`src/rtl/tbcap_pkg.sv`:
```
package tbcap_pkg;
  localparam int unsigned CNT_W  = 20;
  localparam int unsigned LSB    = 4;
  localparam int unsigned DATA_W = 32;
  localparam int unsigned ADDR_W = 4;
  localparam int unsigned FLD_W  = CNT_W - LSB;
  localparam int unsigned STAT_BIT = 5;

  typedef enum logic [1:0] {
    SEL_NONE = 2'd0,
    SEL_CAP  = 2'd1,
    SEL_STAT = 2'd2
  } rd_sel_e;
endpackage

```
`src/rtl/tbcap_edge_det.sv`:
```
module tbcap_edge_det (
  input  logic clk,
  input  logic rst,
  input  logic lvl,
  output logic rise
);
  logic lvl_q;

  always_ff @(posedge clk) begin
    if (rst) lvl_q <= 1'b0;
    else     lvl_q <= lvl;
  end

  assign rise = lvl & ~lvl_q;


  single_rise_chk: assert property (@(posedge clk) disable iff (rst)
    rise |=> !rise);
endmodule

```
`src/rtl/tbcap_hold_core.sv`:
```
module tbcap_hold_core #(
  parameter int unsigned FLD_W = tbcap_pkg::FLD_W
) (
  input  logic             clk,
  input  logic             rst,
  input  logic             req,
  input  logic             rd_clr,
  input  logic [FLD_W-1:0] cnt_hi,
  output logic             flag,
  output logic [FLD_W-1:0] hold
);
  logic take;

  assign take = req & ~flag;

  always_ff @(posedge clk) begin
    if (rst) begin
      flag <= 1'b0;
      hold <= '0;
    end else if (flag) begin
      if (rd_clr) flag <= 1'b0;
    end else if (take) begin
      flag <= 1'b1;
      hold <= cnt_hi;
    end
  end


  capture_load_chk: assert property (@(posedge clk) disable iff (rst)
    (!flag && req) |=> (flag && hold == $past(cnt_hi)));

  lock_hold_chk: assert property (@(posedge clk) disable iff (rst)
    (flag && !rd_clr) |=> (flag && $stable(hold)));

  read_clear_chk: assert property (@(posedge clk) disable iff (rst)
    (flag && rd_clr) |=> !flag);

  drop_on_clear_chk: assert property (@(posedge clk) disable iff (rst)
    (flag && rd_clr && req) |=> (!flag && $stable(hold)));
endmodule

```
`src/rtl/tbcap_read_fmt.sv`:
```
module tbcap_read_fmt
  import tbcap_pkg::*;
#(
  parameter int unsigned DATA_W   = tbcap_pkg::DATA_W,
  parameter int unsigned FLD_W    = tbcap_pkg::FLD_W,
  parameter int unsigned LSB      = tbcap_pkg::LSB,
  parameter int unsigned STAT_BIT = tbcap_pkg::STAT_BIT
) (
  input  logic              clk,
  input  logic              rst,
  input  logic              rd,
  input  rd_sel_e           sel,
  input  logic [FLD_W-1:0]  hold,
  input  logic              flag,
  output logic [DATA_W-1:0] rdata
);
  logic [DATA_W-1:0] cap_word;
  logic [DATA_W-1:0] stat_word;
  logic [DATA_W-1:0] nxt;

  generate
    for (genvar b = 0; b < DATA_W; b++) begin : g_bits
      if (b >= LSB && b < LSB + FLD_W) begin : g_fld
        assign cap_word[b] = hold[b-LSB];
      end else begin : g_zero
        assign cap_word[b] = 1'b0;
      end
      if (b == STAT_BIT) begin : g_st
        assign stat_word[b] = flag;
      end else begin : g_stz
        assign stat_word[b] = 1'b0;
      end
    end
  endgenerate

  always_comb begin
    nxt = '0;
    if (rd) begin
      unique case (sel)
        SEL_CAP:  nxt = cap_word;
        SEL_STAT: nxt = stat_word;
        default:  nxt = '0;
      endcase
    end
  end

  always_ff @(posedge clk) begin
    if (rst) rdata <= '0;
    else     rdata <= nxt;
  end


  idle_zero_chk: assert property (@(posedge clk) disable iff (rst)
    !rd |=> (rdata == '0));

  low_nibble_chk: assert property (@(posedge clk) disable iff (rst)
    (rd && sel == SEL_CAP) |=> (rdata[LSB-1:0] == '0 && rdata[LSB+:FLD_W] == $past(hold)));

  stat_word_chk: assert property (@(posedge clk) disable iff (rst)
    (rd && sel == SEL_STAT) |=> (rdata == (DATA_W'($past(flag)) << STAT_BIT)));
endmodule

```
`src/rtl/tbcap_capture_reg.sv`:
```
module tbcap_capture_reg
  import tbcap_pkg::*;
#(
  parameter int unsigned        ADDR_W    = tbcap_pkg::ADDR_W,
  parameter int unsigned        DATA_W    = tbcap_pkg::DATA_W,
  parameter int unsigned        CNT_W     = tbcap_pkg::CNT_W,
  parameter int unsigned        LSB       = tbcap_pkg::LSB,
  parameter logic [ADDR_W-1:0]  CAP_ADDR  = 4'h4,
  parameter logic [ADDR_W-1:0]  STAT_ADDR = 4'h0
) (
  input  logic              clk,
  input  logic              rst,
  input  logic [ADDR_W-1:0] bus_addr,
  input  logic [DATA_W-1:0] bus_wdata,
  input  logic              bus_wr,
  input  logic              bus_rd,
  output logic [DATA_W-1:0] bus_rdata,
  input  logic [CNT_W-1:0]  tb_count,
  input  logic              hw_evt,
  output logic              cap_flag
);
  localparam int unsigned FW = CNT_W - LSB;

  logic          hw_rise;
  logic          sw_req;
  logic          rd_cap;
  logic          req;
  logic          flag;
  logic [FW-1:0] hold;
  rd_sel_e       sel;

  assign sw_req = bus_wr & (bus_addr == CAP_ADDR) & bus_wdata[0];
  assign rd_cap = bus_rd & (bus_addr == CAP_ADDR);
  assign req    = hw_rise | sw_req;

  always_comb begin
    if (bus_addr == CAP_ADDR)       sel = SEL_CAP;
    else if (bus_addr == STAT_ADDR) sel = SEL_STAT;
    else                            sel = SEL_NONE;
  end

  tbcap_edge_det u_edge (
    .clk  (clk),
    .rst  (rst),
    .lvl  (hw_evt),
    .rise (hw_rise)
  );

  tbcap_hold_core #(.FLD_W(FW)) u_core (
    .clk    (clk),
    .rst    (rst),
    .req    (req),
    .rd_clr (rd_cap),
    .cnt_hi (tb_count[CNT_W-1:LSB]),
    .flag   (flag),
    .hold   (hold)
  );

  tbcap_read_fmt #(
    .DATA_W   (DATA_W),
    .FLD_W    (FW),
    .LSB      (LSB),
    .STAT_BIT (tbcap_pkg::STAT_BIT)
  ) u_fmt (
    .clk   (clk),
    .rst   (rst),
    .rd    (bus_rd),
    .sel   (sel),
    .hold  (hold),
    .flag  (flag),
    .rdata (bus_rdata)
  );

  assign cap_flag = flag;


  sw_ignore_chk: assert property (@(posedge clk) disable iff (rst)
    (!cap_flag && !hw_rise && !(bus_wr && bus_addr == CAP_ADDR && bus_wdata[0])) |=> !cap_flag);

  one_capture_chk: assert property (@(posedge clk) disable iff (rst)
    (!cap_flag && hw_rise && sw_req) |=> (cap_flag && hold == $past(tb_count[CNT_W-1:LSB])));
endmodule

```
`config.mk`:
```
export PLATFORM = sky130hd
export DESIGN_NAME = tbcap_capture_reg
export DESIGN_NICKNAME = d
export VERILOG_FILES = /design/src/rtl/tbcap_pkg.sv /design/src/rtl/tbcap_edge_det.sv /design/src/rtl/tbcap_hold_core.sv /design/src/rtl/tbcap_read_fmt.sv /design/src/rtl/tbcap_capture_reg.sv
export SDC_FILE = /design/constraint.sdc
export NUM_CORES = 1
export LEC_CHECK = 0
export BUFFER_PORTS_ARGS = -buffer_cell sky130_fd_sc_hd__buf_2
export CORE_MARGIN = 2
export CORE_UTILIZATION = 37
export DETAILED_ROUTE_END_ITERATION = 12
export HOLD_SLACK_MARGIN = 0.08
export PLACE_DENSITY_LB_ADDON = 0.3
export SLEW_MARGIN = 20
export SYNTH_ARGS = -nofsm -noshare
export SYNTH_HDL_FRONTEND = slang
export SYNTH_SLANG_ARGS = --single-unit
```
`constraint.sdc`:
```
create_clock -name clk -period 1.5 [get_ports clk]
set_clock_uncertainty 0.15 [all_clocks]
set_input_delay 0.075 -clock clk [delete_from_list [all_inputs] [get_ports clk]]
set_output_delay 0.075 -clock clk [all_outputs]
set_load 0.01 [all_outputs]
```
**Word-level counts from Yosys, hierarchy flattened**

Index checks and enable logic that the tools add are counted.

- $lt $le $gt $ge: 0
- Equal/unequal tests: 3
- Reduce and logical (&&, ||, !) cells: 3
- Bitwise operators: 9
- Shifts and indexed selects: 0
- $add $sub $neg: 0
- Mux-type cells: 6
- Div/mod/pow operators: 0
- Multipliers: 0

Operators with widths:

| operator | count |
|---|---|
| case mux 20 bit (2 select lines) | 1 |
| AND 1 bit | 5 |
| equality test 4 x 3 -> 1 bit, second input constant | 1 |
| logical NOT 4 bit | 1 |
| two-way mux 2 bit | 2 |
| two-way mux 1 bit | 3 |
| inverter 1 bit | 3 |
| equality test 2 x 1 -> 1 bit, second input constant | 1 |
| equality test 2 bit, second input constant | 1 |
| AND reduction 2 bit | 1 |
| OR reduction 2 bit | 1 |
| bitwise OR 1 bit | 1 |

- Memories: 0
- Bits in latches: 0
- Output and inout port bits: 33
- Register bits after elaboration: 50
- ROM bits: 0
- Bits in writable memories: 0

**Longest topological paths before layout**

- Depth in word-level cells: 7
- Mapped depth: 4

**By module**

A second synthesis with hierarchy kept.

- Cells, all modules: 137
- Area total of the unflattened synthesis: 1,532.7 µm²

Modules (own cells, without submodules):

| module | cells an instance | seq. area each (µm²) | area an instance (µm²) | instances |
|---|---|---|---|---|
| tbcap_hold_core | 74 | 340.3 | 799.5 | 1 |
| tbcap_read_fmt | 56 | 320.3 | 639.4 | 1 |
| tbcap_edge_det | 3 | 20.0 | 47.5 | 1 |
| tbcap_capture_reg | 4 | 0.0 | 46.3 | 1 |

**Least setup slack after synthesis**

OpenSTA, ideal clock, no wires.

- Kind: input to register
- Start point: input port bus_addr[3]
- End point: register u_core.hold[10]
- Stages on the path: 4
- Path slack: -7 ps
- Buffers on the path: 1
- Arrival: 1,286 ps
- Setup time: 72 ps
- Cell sequence: or4b_4 o32ai_4 buf_12 mux2i_1

- Word-level cells in the longest chain between the ends: 6

Ends and longest elaborated chain:

| element | line | source |
|---|---|---|
| start, declared | tbcap_capture_reg.sv:13 | `input logic [ADDR_W-1:0] bus_addr,` |
| equality test 4 x 3 -> 1 bit | tbcap_capture_reg.sv:32 | `assign sw_req = bus_wr & (bus_addr == CAP_ADDR) & bus_wdata[0];` |
| AND 1 bit (2 in series) | tbcap_capture_reg.sv:32 |  |
| bitwise OR 1 bit | tbcap_capture_reg.sv:34 | `assign req = hw_rise \| sw_req;` |
| AND 1 bit | tbcap_hold_core.sv:14 | `assign take = req & ~flag;` |
| AND reduction 2 bit (no line) | -- |  |
| end signal, assigned | tbcap_hold_core.sv:24 | `hold <= cnt_hi;` |
| end, declared | tbcap_hold_core.sv:10 | `output logic [FLD_W-1:0] hold` |

Every way passes these cells.
A chain may end at the register's enable or synchronous reset.

**Final worst setup path**

- Start point: input port hw_evt
- End point: register u_core.hold[13]

- Word-level cells in the longest chain between the ends: 4

Ends and longest elaborated chain:

| element | line | source |
|---|---|---|
| start, declared | tbcap_capture_reg.sv:19 | `input logic hw_evt,` |
| AND 1 bit | tbcap_edge_det.sv:14 | `assign rise = lvl & ~lvl_q;` |
| bitwise OR 1 bit | tbcap_capture_reg.sv:34 |  |
| AND 1 bit | tbcap_hold_core.sv:14 |  |
| AND reduction 2 bit (no line) | -- |  |

Every way passes these cells.

==> results_dict.tcl <==
set metrics [dict create \
    drc 0 \
    reg2reg_to "u_fmt.rdata[5]$_SDFF_PP0_" \
    antenna_found_initial 0 \
    rsz0062_at_grt "no" \
    maxCapViolations 0 \
    syn_inst 132 \
    cts_root_buf "clkbuf_8" \
    status "complete, no violations" \
    vdd_ir_drop_max_v 0.000453 \
    fin_crit_sh_pct 96.2 \
    use_met1_pct 13.0 \
    clockPowerShare_pct 39.0 \
    p_comb_share_pct 12.0 \
    ys_ff_latch 34 \
    cts_tree "yes" \
    post-place-ws_ns -0.0542 \
    placeableCoreArea_um2 3660 \
    internal-power_mw 1.54 \
    vias_per_cell 4.05 \
    wl_per_cell_um 10.9 \
    drt-total-wl_mm 2.70 \
    yosysUniqueCellTypes 17 \
    cts_buffer_depth 2 \
    critPathArrivalTime_ns 1.50 \
    finalInstanceArea_um2 1940 \
    drive_gt1_share_pct 29.1 \
    dieWidth_um 65.6 \
    die_h_um 65.6 \
    slew_violations 0 \
    num_rows 22 \
    r2r_start "u_core.flag$_SDFF_PP0_" \
    power.switching_mw 0.415 \
    grt_use_met2_pct 23.6 \
    syn-cell-area_um2 1400 \
    ys_warn_count 0 \
    ff2ff_setup_slack_ns 0.07 \
    grt_usage_pct 12.9 \
    drtPass1Iterations 4 \
    clkLatencyLatePin_ns 0.28 \
    syn_area_per_cell_um2 10.6 \
    path_max_fanout 8 \
    critical_path_class "in -> reg" \
    grt_pass1_vias 950 \
    path_clk_slew_ns 0.06 \
    via_count 1000 \
    synthToLayoutAreaGrowth_pct 37.9 \
    cp-end-kind "register" \
    crit_required_ns 1.55 \
    io_buffers 42 \
    hp-start "rst" \
    grt_max_degree 21 \
    cts_made_buffers 5 \
    p_leak_nw 0.902 \
    crit_path_start_kind "input port" \
    fin_util_pct 52.9 \
    met3_usage_pct 3.25 \
    diodes 0 \
    overflow 0 \
    busiest_layer "met2" \
    holdPathEnd "u_core.hold[6]$_SDFFE_PP0P_" \
    hpwlAfterDp_mm 1.75 \
    switching_share_pct 21.2 \
    reg2reg_depth 3 \
    p_seq_share_pct 49.0 \
    timing.final.ws_setup_ns 0.0563 \
    ioPinCount 94 \
    setup_viol 0 \
    initial_core_util_pct 38.3 \
    finalPower_mw 1.95 \
    ys_seq_area_share_pct 48.5 \
    min_path_type "in -> reg" \
    gp_congestion 0.684 \
    drt_iter0_drc 34 \
    die_area_um2 4300 \
    cts.sinks 34 \
    power.density_nw_per_um2 1010 \
    ctsHtreeMaxLevel 2 \
    place_area_um2 1610 \
    cts_setup_buffers 0 \
    grt_pass1_wl_mm 4.01 \
    whs_path_depth 3 \
    finalHoldViolations 0 \
    finish.net_count 259 \
    antenna_left 0 \
    final.min_clock_period_ns 1.44 \
    fmax_mhz 693 \
]
## power by group through the flow
| stage | clock, mW | combinational, mW | sequential, mW |
|---|---|---|---|
| detailed placement | 0 | 0.184 | 0.977 |
| finish | 0.761 | 0.234 | 0.956 |
| global route | 0.824 | 0.257 | 0.960 |
| floorplan | 0 | 0.157 | 0.973 |
| CTS | 0.791 | 0.221 | 0.957 |
| global placement | 0 | 0.177 | 0.974 |
## cells in the final DEF (no fill, tap or decap), types with 2 or more instances in the layout
cell type | netlist | routed
buf_2 | 0 | 42
dfxtp_1 | 34 | 34
nand2b_1 | 33 | 33
dlygate4sd3_1 | 0 | 19
mux2i_1 | 17 | 17
conb_1 | 1 | 16
and2_1 | 15 | 15
clkbuf_8 | 0 | 8
nor2_1 | 2 | 2
inv_1 | 2 | 2
buf_4 | 16 | 2
## final cells by class
type	count	area (um^2)
multi-input cells	90	617
fillers	338	1730
clock buffers	8	110
flip-flops and latches	34	681
well taps	48	60.1
inverters	2	7.51
repair buffers	65	460
## metrics by stage
step / hold slack, ns / std cells / TNS [ns]
after floorplan: 0.0797 / 147 / 0
after global placement: 0.187 / 219 / 0
after detailed placement: 0.199 / 219 / -0.447
after CTS: 0.0944 / 246 / 0
after global routing: 0.124 / 247 / 0
final: 0.107 / 247 / 0
## metal layers
metal	routed length (um)	share of wire (%)
met2	1340	49
met5	0	0
met1	1120	41
met3	185	6.8
met4	63	2.3
## registers in the layout (all words and copies together) (netlist names)
| name | flops |
|---|---|
| u_core.flag | 1 |
| u_edge.lvl_q | 1 |
| u_fmt.rdata | 16 |
| u_core.hold | 16 |
## synth_stat cells, drive strengths merged
cell | n | share of area (%)
clkbuf | 4 | 1.1
nand2b | 33 | 15
buf | 17 | 10
mux2i | 17 | 12
o21a | 1 | 0.53
o21ba | 1 | 0.71
nand3b | 1 | 0.53
or4b | 1 | 0.98
or3 | 1 | 0.53
conb | 1 | 0.27
o32ai | 1 | 2.0
dfxtp | 34 | 48
nor3 | 1 | 0.36
and2 | 15 | 6.7
inv | 2 | 0.53
nor2 | 2 | 0.53
## critical path, cell delays in order
cell	delay [ns]
dlygate4sd3_1	0.53
buf_2	0.10
inv_1	0.06
o32ai_4	0.31
clkbuf_16	0.23
mux2i_1	0.19
## worst max-delay path by stage
stage	from	endpoint	slack, ns	cells after the start
6_report	hw_evt	u_core.hold[13]$_SDFFE_PP0P_	0.06	6
3_5_place_dp	bus_addr[3]	u_core.hold[12]$_SDFFE_PP0P_	-0.05	5
3_3_place_gp	bus_addr[3]	u_core.hold[14]$_SDFFE_PP0P_	0.006	5
4_1_cts	u_core.flag$_SDFF_PP0_	u_fmt.rdata[5]$_SDFF_PP0_	0.07	3
5_1_grt	hw_evt	u_core.hold[2]$_SDFFE_PP0P_	0.004	6
2_1_floorplan	bus_addr[3]	u_core.hold[10]$_SDFFE_PP0P_	0.02	4
## kinds of logic after synthesis
logic type	synth area share, %
AO/OA/AOI/OAI	3.21
multiplexers	12.1
AND/OR/NAND/NOR	24.3
buffers and inverters	11.6
other	0.267
flip-flops	48.5
## timing repair
action,in CTS,in global routing
endpoints found under the setup margin,0,1
hold buffers,19,0
hold endpoints to repair,19,0
gates resized for setup,0,0
Note: power is estimated with default switching activity, not from simulation.
